`src/rtl/tcap_pkg.sv`:
```
// Package: shared register addresses and bit positions for the timebase/capture block.
// Assumes a 2-bit register address and 8-bit data.
package tcap_pkg;
    localparam int DATA_W = 8;

    localparam logic [1:0] ADDR_CTRL = 2'd0;
    localparam logic [1:0] ADDR_CAPT = 2'd1;

    localparam int BIT_TICK_FLAG = 0;
    localparam int BIT_TICK_IE   = 1;
    localparam int BIT_SLOW      = 2;
    localparam int BIT_CAP_FLAG  = 3;
    localparam int BIT_CAP_IE    = 4;

    localparam logic [DATA_W-1:0] CTRL_WMASK =
        DATA_W'((1 << BIT_TICK_IE) | (1 << BIT_SLOW) | (1 << BIT_CAP_IE));
endpackage

```
`src/rtl/tcap_prescaler.sv`:
```
// Module: prescaler. Emits a one-cycle tick every 2**LOG2 clocks, or every
// 2**(LOG2+1) clocks when slow_sel is high. A select change mid-count takes effect
// on the running count; a count already past the new limit ends on the next cycle.
module tcap_prescaler #(
    parameter int LOG2 = 5
) (
    input  logic clk,
    input  logic rst_n,
    input  logic slow_sel,
    output logic tick
);
    localparam int PW = LOG2 + 1;
    localparam logic [PW-1:0] LAST_FAST = PW'((1 << LOG2) - 1);
    localparam logic [PW-1:0] LAST_SLOW = {PW{1'b1}};

    logic [PW-1:0] div_q;
    logic [PW-1:0] last;

    // Pick the terminal count for the selected division.
    always_comb begin
        last = slow_sel ? LAST_SLOW : LAST_FAST;
        tick = (div_q >= last);
    end

    // Advance the divider, restarting after each tick.
    always_ff @(posedge clk) begin
        if (!rst_n)    div_q <= '0;
        else if (tick) div_q <= '0;
        else           div_q <= div_q + 1'b1;
    end

    p_tick_single_r1: assert property (@(posedge clk) disable iff (!rst_n)
        tick |=> !tick);
endmodule

```
`src/rtl/tcap_counter.sv`:
```
// Module: modulo timebase counter. Counts prescaler ticks from 0 to MAXV and then
// wraps to 0; wrap is high in the cycle whose edge performs the wrap.
module tcap_counter #(
    parameter int W    = 8,
    parameter int MAXV = 249
) (
    input  logic         clk,
    input  logic         rst_n,
    input  logic         tick,
    output logic [W-1:0] count,
    output logic         wrap
);
    localparam logic [W-1:0] TOP = W'(MAXV);

    logic [W-1:0] cnt_q;

    // Flag the edge on which the top value rolls over.
    always_comb begin
        wrap  = tick && (cnt_q == TOP);
        count = cnt_q;
    end

    // Step the count on each tick, wrapping at the top value.
    always_ff @(posedge clk) begin
        if (!rst_n)    cnt_q <= '0;
        else if (wrap) cnt_q <= '0;
        else if (tick) cnt_q <= cnt_q + 1'b1;
    end

    p_count_range_r1: assert property (@(posedge clk) disable iff (!rst_n)
        cnt_q <= TOP);
    p_wrap_zero_r2: assert property (@(posedge clk) disable iff (!rst_n)
        wrap |=> (cnt_q == '0));
endmodule

```
`src/rtl/tcap_capture.sv`:
```
// Module: edge capture. Synchronizes the pin through SYNC flops, detects either
// edge, and latches the counter into a hold register while the flag is clear.
// Assumes the pin may be fully asynchronous to clk.
module tcap_capture #(
    parameter int W    = 8,
    parameter int SYNC = 2
) (
    input  logic         clk,
    input  logic         rst_n,
    input  logic         pin,
    input  logic [W-1:0] count,
    input  logic         clr,
    output logic [W-1:0] cap_val,
    output logic         cap_flag
);
    logic [SYNC:0]  sh_q;
    logic [W-1:0]   val_q;
    logic           flag_q;
    logic           edge_seen;
    logic           take;

    // Detect a level change between the last two synchronized samples.
    always_comb begin
        edge_seen = sh_q[SYNC] ^ sh_q[SYNC-1];
        take      = edge_seen && !flag_q;
        cap_val   = val_q;
        cap_flag  = flag_q;
    end

    // Synchronizer chain plus one history stage for edge detection.
    always_ff @(posedge clk) begin
        if (!rst_n) sh_q <= '0;
        else        sh_q <= {sh_q[SYNC-1:0], pin};
    end

    // Latch the counter on an accepted edge.
    always_ff @(posedge clk) begin
        if (!rst_n)    val_q <= '0;
        else if (take) val_q <= count;
    end

    // Capture flag: set by an accepted edge, cleared by a capture read.
    always_ff @(posedge clk) begin
        if (!rst_n)    flag_q <= 1'b0;
        else if (take) flag_q <= 1'b1;
        else if (clr)  flag_q <= 1'b0;
    end

    p_capture_load_r7: assert property (@(posedge clk) disable iff (!rst_n)
        take |=> (flag_q && val_q == $past(count)));
    p_inhibit_r9: assert property (@(posedge clk) disable iff (!rst_n)
        (flag_q && !clr) |=> ($stable(val_q) && flag_q));
    p_read_clears_r8: assert property (@(posedge clk) disable iff (!rst_n)
        (flag_q && clr) |=> !flag_q);
endmodule

```
`src/rtl/tcap_regs.sv`:
```
// Module: register port. Holds the control bits and the tick flag, registers read
// data, and issues the clear-on-read strobe for the capture flag.
// Assumes single-cycle read and write strobes.
module tcap_regs
    import tcap_pkg::*;
(
    input  logic              clk,
    input  logic              rst_n,
    input  logic [1:0]        bus_addr,
    input  logic              bus_wr,
    input  logic              bus_rd,
    input  logic [DATA_W-1:0] bus_wdata,
    output logic [DATA_W-1:0] bus_rdata,
    input  logic              wrap,
    input  logic [DATA_W-1:0] cap_val,
    input  logic              cap_flag,
    output logic              cap_clr,
    output logic              slow_sel,
    output logic              irq_tick,
    output logic              irq_capture
);
    logic [DATA_W-1:0] ctrl_q;
    logic [DATA_W-1:0] rdata_q;
    logic              tick_flag_q;
    logic              rd_ctrl;
    logic              wr_ctrl;
    logic [DATA_W-1:0] status;

    // Decode strobes and assemble the status view.
    always_comb begin
        rd_ctrl  = bus_rd && (bus_addr == ADDR_CTRL);
        wr_ctrl  = bus_wr && (bus_addr == ADDR_CTRL);
        cap_clr  = bus_rd && (bus_addr == ADDR_CAPT);
        status   = ctrl_q;
        status[BIT_TICK_FLAG] = tick_flag_q;
        status[BIT_CAP_FLAG]  = cap_flag;
        slow_sel    = ctrl_q[BIT_SLOW];
        irq_tick    = tick_flag_q && ctrl_q[BIT_TICK_IE];
        irq_capture = cap_flag && ctrl_q[BIT_CAP_IE];
        bus_rdata   = rdata_q;
    end

    // Control register: only the enable and select bits are stored.
    always_ff @(posedge clk) begin
        if (!rst_n)       ctrl_q <= '0;
        else if (wr_ctrl) ctrl_q <= bus_wdata & CTRL_WMASK;
    end

    // Tick flag: a wrap wins over a clearing read on the same edge.
    always_ff @(posedge clk) begin
        if (!rst_n)       tick_flag_q <= 1'b0;
        else if (wrap)    tick_flag_q <= 1'b1;
        else if (rd_ctrl) tick_flag_q <= 1'b0;
    end

    // Registered read data, held between reads.
    always_ff @(posedge clk) begin
        if (!rst_n) rdata_q <= '0;
        else if (bus_rd) begin
            case (bus_addr)
                ADDR_CTRL: rdata_q <= status;
                ADDR_CAPT: rdata_q <= cap_val;
                default:   rdata_q <= '0;
            endcase
        end
    end

    p_tick_set_r4: assert property (@(posedge clk) disable iff (!rst_n)
        wrap |=> tick_flag_q);
    p_tick_clear_r5: assert property (@(posedge clk) disable iff (!rst_n)
        (rd_ctrl && !wrap) |=> !tick_flag_q);
    p_rdata_hold_r10: assert property (@(posedge clk) disable iff (!rst_n)
        !bus_rd |=> $stable(rdata_q));
    p_ctrl_mask_r10: assert property (@(posedge clk) disable iff (!rst_n)
        (ctrl_q & ~CTRL_WMASK) == '0);
endmodule

```
`src/rtl/tick_capture_timer.sv`:
```
// Module: top of the timebase/capture block. Wires the prescaler, the modulo-250
// counter, the capture unit and the register port. Assumes an 8-bit data bus.
module tick_capture_timer #(
    parameter int PRESC_LOG2 = 5,
    parameter int CNT_W      = 8,
    parameter int CNT_MAX    = 249,
    parameter int SYNC_DEPTH = 2
) (
    input  logic       clk,
    input  logic       rst_n,
    input  logic [1:0] bus_addr,
    input  logic       bus_wr,
    input  logic       bus_rd,
    input  logic [7:0] bus_wdata,
    output logic [7:0] bus_rdata,
    input  logic       cap_pin,
    output logic       irq_tick,
    output logic       irq_capture
);
    logic             slow_sel;
    logic             tick;
    logic             wrap;
    logic [CNT_W-1:0] count;
    logic [CNT_W-1:0] cap_val;
    logic             cap_flag;
    logic             cap_clr;

    tcap_prescaler #(.LOG2(PRESC_LOG2)) u_presc (
        .clk(clk), .rst_n(rst_n), .slow_sel(slow_sel), .tick(tick)
    );

    tcap_counter #(.W(CNT_W), .MAXV(CNT_MAX)) u_cnt (
        .clk(clk), .rst_n(rst_n), .tick(tick), .count(count), .wrap(wrap)
    );

    tcap_capture #(.W(CNT_W), .SYNC(SYNC_DEPTH)) u_cap (
        .clk(clk), .rst_n(rst_n), .pin(cap_pin), .count(count),
        .clr(cap_clr), .cap_val(cap_val), .cap_flag(cap_flag)
    );

    tcap_regs u_regs (
        .clk(clk), .rst_n(rst_n),
        .bus_addr(bus_addr), .bus_wr(bus_wr), .bus_rd(bus_rd),
        .bus_wdata(bus_wdata), .bus_rdata(bus_rdata),
        .wrap(wrap), .cap_val(cap_val), .cap_flag(cap_flag),
        .cap_clr(cap_clr), .slow_sel(slow_sel),
        .irq_tick(irq_tick), .irq_capture(irq_capture)
    );
endmodule

```
`config.mk`:
```
export PLATFORM = sky130hd
export DESIGN_NAME = tick_capture_timer
export DESIGN_NICKNAME = d
export VERILOG_FILES = /design/src/rtl/tcap_pkg.sv /design/src/rtl/tcap_prescaler.sv /design/src/rtl/tcap_counter.sv /design/src/rtl/tcap_capture.sv /design/src/rtl/tcap_regs.sv /design/src/rtl/tick_capture_timer.sv
export SDC_FILE = /design/constraint.sdc
export NUM_CORES = 1
export LEC_CHECK = 0
export BUFFER_PORTS_ARGS = -buffer_cell sky130_fd_sc_hd__buf_2
export CAP_MARGIN = 20
export CORE_MARGIN = 4
export CORE_UTILIZATION = 56
export DETAILED_ROUTE_END_ITERATION = 16
export PLACE_DENSITY = 0.78
export SLEW_MARGIN = 20
export SYNTH_ARGS = -nofsm -noshare
export SYNTH_HDL_FRONTEND = slang
export SYNTH_SLANG_ARGS = --single-unit
```
`constraint.sdc`:
```
create_clock -name clk -period 1.95 [get_ports clk]
set_input_delay 0.0975 -clock clk [delete_from_list [all_inputs] [get_ports clk]]
set_output_delay 0.0975 -clock clk [all_outputs]
set_load 0.01 [all_outputs]
```
======== After elaboration in Yosys (flattened, before gate mapping) ========
Index checks and enable logic that the tools add are counted.
storage, ports and cells
  output and inout bits ................... 10
  bits in registers ....................... 38
  bits of input ports ..................... 15
  word-level logic and storage cells ...... 34
cells by class
  bitwise gates (word level) .............. 2
  add/sub/neg operators ................... 2
  order comparisons ....................... 1
  mux-type cells .......................... 6
  equality and inequality tests ........... 2
  reduce and logical (&&, ||, !) cells .... 13
operators by type and width
  operator                                                                number
  8-bit case mux with 2 select lines                                      1
  8-bit by 1-bit adder with 8-bit output (second input constant)          1
  8-bit equality test (second input constant)                             1
  1-bit logical AND                                                       7
  6-bit by 1-bit adder with 6-bit output (second input constant)          1
  6-bit >= comparator                                                     1
  6-bit two-way mux                                                       1
  1-bit two-way mux                                                       4
  2-bit nonzero test                                                      2
  2-bit OR reduction                                                      2
  2-bit by 1-bit equality test with 1-bit output (second input constant)  1
  2-bit zero test                                                         1
  1-bit zero test                                                         1
  1-bit NOT                                                               1
  1-bit XOR                                                               1

======== Depth between registers and ports, before layout ========
  depth after elaboration ................. 4
  gate-level depth with buffers ........... 6
  gate-level depth less buffers ........... 6

======== Cells and area by module ========
From an unflattened synthesis, not the netlist that was laid out.
second synthesis, totals
  cell total of the unflattened synthesis .. 163
  area total of the unflattened synthesis .. 1659.1 µm²
modules (own cells, without submodules)
  module          area an instance (µm²)  times used  cells each  sequential area each (µm²)
  tcap_regs       529.3                   1           47          240.2
  tcap_capture    457.9                   1           45          240.2
  tcap_counter    410.4                   1           43          160.2
  tcap_prescaler  261.5                   1           28          120.1

======== Least setup slack after synthesis ========
Ideal clock, no wire load.
  path type ............................... register to register
  from .................................... register u_regs.ctrl_q[2]
  to ...................................... register u_cnt.cnt_q[7] (netlist: u_cnt.count[7])
  cell stages (with the launch flop) ...... 7
  period minus slack after synthesis ...... 1.464 ns
  path slack .............................. 0.486 ns
  buffers on the path ..................... 0
  arrival ................................. 1.337 ns
  data required time ...................... 1.823 ns
  library setup time ...................... 0.127 ns
  cell sequence ........................... dfxtp_1 > inv_1 > ha_1 > nand4_1 > o21a_1 > o211ai_1 > o21ai_0
between the ends
  word-level cells in the longest chain between the ends .. 4
RTL lines
  item                          line                  RTL
  from (decl)                   tcap_regs.sv:22       logic [DATA_W-1:0] ctrl_q;
  from (signal assigned)        tcap_regs.sv:46       else if (wr_ctrl) ctrl_q <= bus_wdata & CTRL_WMASK;
  6-bit two-way mux *           tcap_prescaler.sv:21  last = slow_sel ? LAST_SLOW : LAST_FAST;
  6-bit >= comparator *         tcap_prescaler.sv:22  tick = (div_q >= last);
  1-bit logical AND             tcap_counter.sv:19    wrap = tick && (cnt_q == TOP);
  2-bit OR reduction (no line)  --
  to (signal assigned)          tcap_counter.sv:27    else if (tick) cnt_q <= cnt_q + 1'b1;
  to (decl)                     tcap_counter.sv:15    logic [W-1:0] cnt_q;
Every way passes the cells marked *; elsewhere a longest branch is shown, timed or not.
A chain may end at the register's enable or synchronous reset.

======== Worst setup path after layout ========
  from .................................... register u_regs.ctrl_q[2]
  to ...................................... register u_cnt.cnt_q[6] (netlist: u_cnt.count[6])
Same word-level chain as after synthesis.

==> impl_metrics.env <==
export IMPL_status="finished clean"
export IMPL_drcViolationCount=0
export IMPL_hold_viol=0
export IMPL_antenna_cells=0
export IMPL_cts_htree_levels=2
export IMPL_initial_utilization_pct=60.96
export IMPL_wirelength_um=3185
export IMPL_min_period_ns=1.668
export IMPL_max_freq_mhz=599.6
export IMPL_grt_usage_pct=17.74
export IMPL_overflow=0
export IMPL_final_cell_mix="38 x dfxtp_1, 19 x buf_2, 15 x o21ai_0, 14 x nor2_1"
export IMPL_tritoncts="yes"
export IMPL_drive_gt1_share_pct=16.27
export IMPL_cts_num_sinks=38
export IMPL_worstSetupPathType="flop to flop"
export IMPL_clk_pin_slew_ns=0.12
export IMPL_seq_area_frac_synth_pct=43.74
export IMPL_crit_family="compound AO/OA/AOI/OAI gates"
export IMPL_rows=19
export IMPL_syn_inst=188
export IMPL_setup_viol=0
export IMPL_place_ws_ns=0.3222
export IMPL_vias_per_cell=5.583
export IMPL_gp_congestion=0.8210
export IMPL_netlist_area_leader_share_pct=43.74
export IMPL_syn_area_per_cell_sq_um=9.251
export IMPL_dp_hpwl_um=2293
export IMPL_synth_ff_type="dfxtp_1"
export IMPL_die_x_um=63.73
export IMPL_cp_buffers_inverters=1
export IMPL_power_density_nw_per_um2=799.4
export IMPL_hp_class="input port to flop"
export IMPL_grt_first_pass_wirelength_um=5609
export IMPL_fill_cells=218
export IMPL_num_vias=1340
export IMPL_crit_path_max_fanout=5
export IMPL_seq_area_sq_um=760.7
export IMPL_rsz0062_at_grt="no"
export IMPL_grt_max_degree=32
export IMPL_setup_tns_ns=0
export IMPL_ys_types=34
export IMPL_slew_violations=0
export IMPL_wire_per_inst_um=13.27
export IMPL_synth_area_leader_cell="dfxtp_1"
export IMPL_clockBufferDepth=2
export IMPL_io_pins=25
export IMPL_antenna_found_initial=0
export IMPL_maxCapViolCount=0
export IMPL_die_area_sq_um=4062
export IMPL_cts_made_buffers=5
export IMPL_endpoint_kind="flop"
export IMPL_area_growth_pct=13.24
export IMPL_cts_hold_buffers=2
export IMPL_nets=227
export IMPL_critical_path_max_stage_delay_ns=0.39
export IMPL_worstPathCellList="inv_1, ha_1, nand4_1, o21ai_0, nand4b_1, a21boi_0"
export IMPL_multi_input_area_sq_um=907.1
export IMPL_synth_edf_count=0
export IMPL_final_common_cell="dfxtp_1"
export IMPL_drt_iter0_drc=60
export IMPL_slew_headroom_pct=64.51
export IMPL_worstPathRequired_ns=2.22
export IMPL_synth_area_sq_um=1739
export IMPL_clk_latency_ns=0.35
export IMPL_core_area_sq_um=2853
export IMPL_synthArstFlopShare_pct=0
export IMPL_cts_setup_buffers=0
export IMPL_ir_worst_vdd_mv=0.4077
export IMPL_arrival_ns=1.93
export IMPL_first_pass_iters=4
export IMPL_ys_warn_count=0
export IMPL_root_buffer="clkbuf_4"
export IMPL_p_leak_nw=0.7220
export IMPL_cts_resized=0
export IMPL_tightest_slew_ns=0.5286
export IMPL_clock_skew_final_ns=0.01132
export IMPL_synth_nets=207
export IMPL_cp_slowest_cell="ha_1"
export IMPL_die_y_um=63.73
export IMPL_portBuffers=19
export IMPL_synthTopCellsByArea="dfxtp_1 44%, mux2i_1 5.8%, a21boi_0 4.3%, o21ai_0 4.3%, and2_1 4.0%"
export IMPL_startpoint_type="flop"
export IMPL_setup_ws_ns=0.2824
export IMPL_grt_pass1_vias=1262
export IMPL_postRouteAntennaNets=0
export IMPL_ys_ff_latch=38
export IMPL_period_share_pct=85.52
power breakdown:
| group | internal (mW) | leakage [nW] | switching [mW] |
|---|---|---|---|
| clock network | 0.434 | 0.0585 | 0.261 |
| logic | 0.0369 | 0.356 | 0.0428 |
| registers | 0.788 | 0.308 | 0.0112 |
worst paths after layout:
| kind | start | endpoint | slack [ns] | cells past startpoint |
|---|---|---|---|---|
| worst min-delay path | bus_wdata[1] | u_regs.ctrl_q[1] | 0.02 | 3 |
| worst max register to register | u_regs.ctrl_q[2] | u_cnt.count[6] | 0.28 | 6 |
| worst min register to register | u_cap.sh_q[0] | u_cap.sh_q[1] | 0.45 | 1 |
| worst max-delay path | u_regs.ctrl_q[2] | u_cnt.count[6] | 0.28 | 6 |
Yosys cell counts, drive strengths merged, types with 2 or more instances:
library cell	number
nor2b	9
a21oi	3
xor2	2
xnor2	7
o21ai	16
o22ai	5
nand2	11
nand4	8
nand2b	4
buf	3
mux2i	10
nor2	15
ha	4
inv	7
and3	3
a21boi	10
and2	11
nand4b	2
clkbuf	6
dfxtp	38
nand3	6
o21a	2
metrics by stage:
step                      hold slack [ns]  utilization (%)  instance area [sq um]  instances  total power, mW
final                             0.02451            69.04                   1969        240            1.574
after global placement             0.3072            64.08                   1828        229           0.8887
after CTS                         0.01701            68.68                   1959        239            1.583
after floorplan                    0.2248                -                   1739        188           0.8705
after global routing              0.01932            69.04                   1969        240            1.654
after detailed placement           0.3236            64.08                   1828        229           0.8919
sequential cells by signal, summed over array words and instances (netlist names):
register / flops
u_regs.tick_flag_q: 1
u_regs.bus_rdata: 8
u_cap.sh_q: 3
u_cap.cap_val: 8
u_cap.cap_flag: 1
u_presc.div_q: 6
u_cnt.count: 8
u_regs.ctrl_q: 3
routing by layer:
| layer | part of all wire [%] | vias up | track usage (%) |
|---|---|---|---|
| met2 | 47 | 37 | 27.51 |
| met4 | 1.8 | 0 | 7.008 |
| met1 | 46 | 609 | 21.83 |
| li1 | - | 687 | - |
| met3 | 5.1 | 7 | 7.531 |
| met5 | 0 | - | 0 |
area by class of cell:
type	instances	share of cell area, %
clock buffer	6	2.605
clock inverter	2	3.050
inverter	7	1.334
multi-input combinational	134	46.06
sequential	38	38.63
tap	31	1.970
timing repair buffer	22	6.353
worst reg2reg max path, stage by stage, from the launching register on:
cell and delay (ns):
dfxtp_1 0.35, inv_1 0.06, ha_1 0.39, nand4_1 0.15, o21ai_0 0.29, nand4b_1 0.13, a21boi_0 0.21
kinds of logic (layout without fill, tap and decap cells):
group | Yosys count | after routing | share of synthesized area (%)
AOI/OAI and AO/OA | 39 | 39 | 15.47
xor gates and xnor gates | 9 | 9 | 4.533
adders and majority gates | 4 | 4 | 2.878
buffers and inverters | 16 | 37 | 4.100
DFF | 38 | 38 | 43.74
muxes | 10 | 10 | 5.756
and+or+nand+nor | 72 | 72 | 23.53
No activity file was read; power rests on OpenSTA's default activity.
